## config.mk

```make
export PLATFORM = sky130hd
export DESIGN_NAME = adc_conv_ctrl
export DESIGN_NICKNAME = d
export VERILOG_FILES = /design/src/rtl/adc_ctrl_pkg.sv /design/src/rtl/start_arm.sv /design/src/rtl/out_format.sv /design/src/rtl/adc_conv_ctrl.sv
export SDC_FILE = /design/constraint.sdc
export NUM_CORES = 1
export LEC_CHECK = 0
export ABC_AREA = 1
export CAP_MARGIN = 20
export CELL_PAD_IN_SITES_DETAIL_PLACEMENT = 1
export CELL_PAD_IN_SITES_GLOBAL_PLACEMENT = 1
export CORE_AREA = 2 2 54 56
export CTS_CLUSTER_DIAMETER = 60
export DETAILED_ROUTE_END_ITERATION = 7
export DIE_AREA = 0 0 56 58
export DONT_BUFFER_PORTS = 1
export PLACE_DENSITY = 0.83
export SETUP_SLACK_MARGIN = 0.15
export SYNTH_ARGS = -nofsm -noshare
export SYNTH_HDL_FRONTEND = slang
export SYNTH_SLANG_ARGS = --single-unit
```

## constraint.sdc

```tcl
create_clock -name clk -period 3.9 [get_ports clk]
set_input_delay 0.39 -clock clk [delete_from_list [all_inputs] [get_ports clk]]
set_output_delay 0.39 -clock clk [all_outputs]
set_load 0.03 [all_outputs]
```

## src/rtl/adc_ctrl_pkg.sv

```systemverilog
package adc_ctrl_pkg;

    typedef enum logic [1:0] {
        PH_IDLE = 2'd0,
        PH_CONV = 2'd1,
        PH_ACQ  = 2'd2
    } phase_e;

    function automatic int unsigned max_u(input int unsigned a, input int unsigned b);
        return (a > b) ? a : b;
    endfunction

endpackage

```

## src/rtl/start_arm.sv

```systemverilog
module start_arm (
    input  logic clk,
    input  logic rst_n,
    input  logic start_n,
    output logic fall,
    output logic armed
);
    typedef struct packed {
        logic prev;
        logic armed;
    } arm_t;

    arm_t s_d, s_q;

    assign fall  = s_q.prev & ~start_n;
    assign armed = s_q.armed;

    always_comb begin
        s_d       = s_q;
        s_d.prev  = start_n;
        s_d.armed = s_q.armed | fall;
    end

    // The level before reset release counts as low, so a start held low gives no edge
    always_ff @(posedge clk or negedge rst_n) begin
        if (!rst_n) begin
            s_q <= '0;
        end else begin
            s_q <= s_d;
        end
    end


    arm_after_edge_chk: assert property (@(posedge clk) disable iff (!rst_n)
        fall |=> armed);

endmodule

```

## src/rtl/out_format.sv

```systemverilog
module out_format #(
    parameter int DATA_W = 16
) (
    input  logic [DATA_W-1:0] result,
    input  logic              coding_twos,
    input  logic              cs_n,
    input  logic              rd_n,
    output logic              bus_en,
    output logic [DATA_W-1:0] bus_out
);
    logic [DATA_W-1:0] coded_d;

    always_comb begin
        coded_d = result;
        if (coding_twos) begin
            coded_d[DATA_W-1] = ~result[DATA_W-1];
        end
        bus_en  = ~(cs_n | rd_n);
        bus_out = bus_en ? coded_d : '0;
    end

endmodule

```

## src/rtl/adc_conv_ctrl.sv

```systemverilog
module adc_conv_ctrl
    import adc_ctrl_pkg::*;
#(
    parameter int DATA_W      = 16,
    parameter int CONV_CYCLES = 20,
    parameter int ACQ_CYCLES  = 6
) (
    input  logic              clk,
    input  logic              rst_n,
    input  logic              start_n,
    input  logic              pwr_dn,
    input  logic              cs_n,
    input  logic              rd_n,
    input  logic              coding_twos,
    input  logic [DATA_W-1:0] sample_in,
    output logic              busy,
    output logic              bus_en,
    output logic [DATA_W-1:0] bus_out
);
    localparam int CNT_MAX = max_u(CONV_CYCLES, ACQ_CYCLES);
    localparam int CNT_W   = (CNT_MAX < 2) ? 1 : $clog2(CNT_MAX);
    localparam logic [CNT_W-1:0] CONV_LAST = CNT_W'(CONV_CYCLES - 1);
    localparam logic [CNT_W-1:0] ACQ_LAST  = CNT_W'(ACQ_CYCLES - 1);

    typedef struct packed {
        phase_e            phase;
        logic [CNT_W-1:0]  cnt;
        logic [DATA_W-1:0] result;
    } seq_t;

    seq_t s_d, s_q;
    logic fall;
    logic armed;
    logic start_ok;

    start_arm u_arm (
        .clk     (clk),
        .rst_n   (rst_n),
        .start_n (start_n),
        .fall    (fall),
        .armed   (armed)
    );

    always_comb begin
        s_d      = s_q;
        start_ok = ~pwr_dn & ~start_n & (armed | fall);
        unique case (s_q.phase)
            PH_IDLE: begin
                if (start_ok) begin
                    s_d.phase = PH_CONV;
                    s_d.cnt   = CONV_LAST;
                end
            end
            PH_CONV: begin
                if (s_q.cnt == '0) begin
                    s_d.phase  = PH_ACQ;
                    s_d.cnt    = ACQ_LAST;
                    s_d.result = sample_in;
                end else begin
                    s_d.cnt = s_q.cnt - 1'b1;
                end
            end
            PH_ACQ: begin
                if (s_q.cnt == '0) begin
                    if (start_ok) begin
                        s_d.phase = PH_CONV;
                        s_d.cnt   = CONV_LAST;
                    end else begin
                        s_d.phase = PH_IDLE;
                    end
                end else begin
                    s_d.cnt = s_q.cnt - 1'b1;
                end
            end
            default: begin
                s_d.phase = PH_IDLE;
                s_d.cnt   = '0;
            end
        endcase
    end

    always_ff @(posedge clk or negedge rst_n) begin
        if (!rst_n) begin
            s_q <= '{phase: PH_IDLE, cnt: '0, result: '0};
        end else begin
            s_q <= s_d;
        end
    end

    assign busy = (s_q.phase == PH_CONV);

    out_format #(.DATA_W(DATA_W)) u_fmt (
        .result      (s_q.result),
        .coding_twos (coding_twos),
        .cs_n        (cs_n),
        .rd_n        (rd_n),
        .bus_en      (bus_en),
        .bus_out     (bus_out)
    );

    // Checker state: length of the current busy run
    int unsigned run_q;
    always_ff @(posedge clk or negedge rst_n) begin
        if (!rst_n) begin
            run_q <= 0;
        end else if (busy) begin
            run_q <= run_q + 1;
        end else begin
            run_q <= 0;
        end
    end


    conv_len_chk: assert property (@(posedge clk) disable iff (!rst_n)
        $fell(busy) |-> (run_q == CONV_CYCLES));


    idle_pd_chk: assert property (@(posedge clk) disable iff (!rst_n)
        (!busy && s_q.phase == PH_IDLE && pwr_dn) |=> !busy);


    result_hold_chk: assert property (@(posedge clk) disable iff (!rst_n)
        busy |-> $stable(s_q.result));


    armed_before_busy_chk: assert property (@(posedge clk) disable iff (!rst_n)
        busy |-> armed);


    free_run_chk: assert property (@(posedge clk) disable iff (!rst_n)
        (s_q.phase == PH_ACQ && s_q.cnt == '0 && !start_n && !pwr_dn) |=> busy);


    bus_off_chk: assert property (@(posedge clk) disable iff (!rst_n)
        (cs_n || rd_n) |-> (!bus_en && bus_out == '0));

endmodule

```

## After elaboration in Yosys (flattened, before gate mapping)

Cells that the tools add are included.

| storage, ports and cells | value |
|---|---|
| flip-flop bits (word level) | 25 |
| input bits | 23 |
| output and inout port bits | 18 |
| word-level logic and storage cells | 36 |

| cells by class | value |
|---|---|
| $add $sub $neg | 1 |
| equality and inequality tests | 6 |
| multiplexer cells | 10 |
| bitwise logic cells | 9 |
| reduce and logical (&&, ||, !) cells | 5 |

Operators by type and width:

| operator | number |
|---|---|
| $pmux 7 s3 | 1 |
| $mux 16 | 1 |
| $mux 5 | 3 |
| $mux 7 | 1 |
| $logic_not 5->1 | 1 |
| $sub 5x1->5 const B | 1 |
| $mux 2 | 2 |
| $ne 2x2->1 const B | 2 |
| $not 1->1 | 4 |
| $reduce_and 2->1 | 2 |
| $and 1x1->1 | 3 |
| $ne 3x3->1 const B | 1 |
| $reduce_and 3->1 | 1 |
| $eq 2x1->1 const B | 1 |
| $eq 2x2->1 const B | 1 |
| $logic_not 2->1 | 1 |
| $mux 1 | 2 |
| $ne 2x1->1 const B | 1 |
| $or 1x1->1 | 2 |

## Depth between registers and ports, before layout

| depth | value |
|---|---|
| depth after elaboration | 7 |
| mapped depth | 8 |
| mapped depth without buffers | 8 |

## Modules after synthesis

A second synthesis with hierarchy kept.

| unflattened totals | value |
|---|---|
| cell total of the unflattened synthesis | 166 |
| area total of the unflattened synthesis | 1402.6 um^2 |

By module, submodules not included:

| module | times used | cells an instance | area an instance (um^2) | seq. area each (um^2) |
|---|---|---|---|---|
| adc_conv_ctrl | 1 | 122 | 1147.4 | 575.6 |
| out_format | 1 | 37 | 183.9 | 0.0 |
| start_arm | 1 | 7 | 71.3 | 50.0 |

## Worst setup path after synthesis

No wires, ideal clock.

| timing path | value |
|---|---|
| path kind | input to output |
| start | input port rd_n |
| end | output port bus_out[10] |
| arrival | 1.715 ns |
| data required time | 3.510 ns |
| setup slack | 1.795 ns |
| stages on the path | 4 |
| buffers on the path | 1 |
| cell sequence | nor2_1 -> inv_1 -> clkbuf_1 -> nor2_1 |

| between the ends | value |
|---|---|
| word-level cells in the longest chain between the ends | 2 |

Ends and longest elaborated chain:

| element | RTL line | text |
|---|---|---|
| start: declaration | adc_conv_ctrl.sv:13 | `input logic rd_n,` |
| $or 1x1->1 | out_format.sv:18 | `bus_en = ~(cs_n \| rd_n);` |
| $mux 16 | out_format.sv:19 | `bus_out = bus_en ? coded_d : '0;` |
| end: declaration | adc_conv_ctrl.sv:18 | `output logic [DATA_W-1:0] bus_out` |

No other way between the ends.

## Worst setup path in the final report

| timing path | value |
|---|---|
| start | input port rd_n |
| end | output port bus_out[13] |

The elaborated chain is that of the path after synthesis.

==> results.tsv <==
metric	value	unit
status	completed	
P&R area growth vs syn	5.02	%
WL final	2450	um
ANT nets after route	0	
vias in the first global route	926	
die area	3250	sq um
Initial Util	45.9	%
Tot Pwr	1020	uW
Sink Count	25	
Antenna diodes	0	
global-route wire length before repair	4120	um
Synth warnings	0	
Num CTS Buffers	3	
commonest non-fill, non-tap cell in the layout	nor2_1	
share of cells above drive strength 1	7.43	%
area of the mapped netlist	1220	sq um
final hold vios	0	
Slew @ Worst Pin	0.645	ns
leading cell types in the layout, fill and taps excluded	nor2_1 (32), dfrtp_1 (25), inv_1 (23)	
Worst-path clk slew	0.13	ns
clock root buffer	clkbuf_4	
grt ovf	0	
detailed placer's ending HPWL	1800	um
Final period util	57.7	%
Net count, final	173	
final critical-path setup slack	1.65	ns
largest net degree at the start of global routing	34	
WP data required	3.51	ns
fin area	1280	sq um
Setup CP Type	in -> out	
Leak	0.000671	uW
post-synthesis sequential area ratio	51.2	%
largest family of logic cells by synthesized area	simple AND/OR/NAND/NOR gates	
# DRC	0	
post-synthesis average cell area	8.36	sq um
RSZ-0062 raised after global routing	false	
Chip Width	56	um
CTS tree	done	
Seq cells post-synth	25	
fraction of the mapped netlist area in simple logic gates	27.6	%
DR vias	944	
Cells after Synth	146	
Worst slew margin	56.9	%
DIE HEIGHT	58	um
critical path endpoint category	output port	
mux contribution to synthesized area	0	%
Synth Area in XOR/XNOR	1.43	%
Synth Area in Adders	1.02	%
worst min-delay path category	in -> reg	
Layout Skew	0.00706	ns
num ports	41	
pre-CTS worst setup slack	1.62	ns
VDD IR max	380	uV
CP startpoint kind	input pin	
Distinct cells, synth	21	
post-CTS setup buffers	0	
row count	19	
drt initial violations	10	
Max Cap Viol	0	
Final Slew Violations	0	
Cell Pwr Density	796	nW/um^2
Vias/cell	5.27	
total track usage	16.1	%
Compound-Gate Fraction of Synth Area	8.61	%
H-tree depth	1	
Clock Latency Late Sink	0.31	ns
Worst Path Arrival	1.86	ns
core area	2660	sq um
critical path peak fanout	15	
routability cong.	0.831	
Achievable Freq	445	MHz
Routed wire per std cell	13.7	um
CTS Hold Buffers Added	2	
fin crit period	2.25	ns
# resized after CTS	0	
Post-DP Area	1230	sq um
Fin Setup TNS	0	ns
CTS Buffer Depth	2	
initial antenna violation count	0	
port bufs	0	
final setup fails	0	
drt first pass iters	4	
Syn Nets	170	
## registers in the layout, indices dropped and copies added (netlist names)
| register | flops |
|---|---|
| u_arm.armed | 1 |
| u_arm.s_q | 1 |
| s_q | 23 |
## power breakdown
| group | switching [uW] | internal, uW |
|---|---|---|
| Sequential | 61.7 | 378 |
| Combinational | 323 | 146 |
| Clock | 72.9 | 39.8 |
| Total | 457 | 564 |
## synthesized netlist by cell type
| cell | count | share of area (%) |
|---|---|---|
| nand4_1 | 4 | 2.0 |
| inv_1 | 23 | 7.1 |
| dfrtp_1 | 25 | 51 |
| xor2_1 | 1 | 0.72 |
| a21oi_1 | 17 | 7.0 |
| o21ai_1 | 1 | 0.41 |
| buf_4 | 1 | 0.61 |
| inv_2 | 1 | 0.31 |
| nand2_1 | 18 | 5.5 |
| nand3_4 | 1 | 1.4 |
| nand3_1 | 9 | 3.7 |
| nor2_4 | 2 | 1.8 |
| o21ai_0 | 3 | 1.2 |
| nand2_4 | 1 | 0.92 |
| ha_1 | 1 | 1.0 |
| nor2_1 | 32 | 9.8 |
| or2_2 | 1 | 0.51 |
| clkbuf_1 | 1 | 0.31 |
| buf_6 | 2 | 1.8 |
| xnor2_1 | 1 | 0.72 |
| nand4_4 | 1 | 1.7 |
## routing by layer
| metal | track usage [%] | wire (um) |
|---|---|---|
| met1 | 22.5 | 1110 |
| met2 | 26.9 | 1230 |
| met3 | 2.01 | 89 |
| met4 | 4.08 | 14 |
| met5 | 0 | 0 |
## logic make-up after synthesis
logic type,after synthesis
simple gates,69
buf+inv,28
flops,25
compound gates,21
xor+xnor,2
fa+ha+maj,1
## layout make-up
class | count | area, sq um
flip-flops and latches | 25 | 626
multi-input cells | 93 | 472
well taps | 31 | 38.8
repair buffers | 2 | 30.0
clock buffers | 4 | 26.3
fillers | 334 | 1380
inverters | 24 | 90.1
## per-stage QoR
stage          cells  util, %  hold slack (ns)
2_1_floorplan    146        -           0.0944
3_3_place_gp     173     46.1           0.0951
3_5_place_dp     173     46.1           0.0952
4_1_cts          179     48.2           0.0889
5_1_grt          179     48.2           0.0592
6_report         179     48.2           0.0910
## critical path, stage by stage
cell	delay (ns)
nor2_1	0.49
inv_1	0.41
nor2_1	0.56
## worst paths after layout
kind	start	to	slack (ns)	cells after the start
worst max-delay path	rd_n	bus_out[13]	1.65	3
worst min-delay path	start_n	u_arm.s_q[1]$_DFF_PN0_	0.09	0
worst max register to register	s_q[21]$_DFFE_PN0P_	s_q[9]$_DFFE_PN0P_	2.18	5
worst min register to register	u_arm.armed$_DFF_PN0_	u_arm.armed$_DFF_PN0_	0.48	2
max in group asynchronous	rst_n	s_q[2]$_DFFE_PN0P_	3.26	2
min in group asynchronous	rst_n	u_arm.armed$_DFF_PN0_	0.49	2
Note: power is estimated with default switching activity, not from simulation.
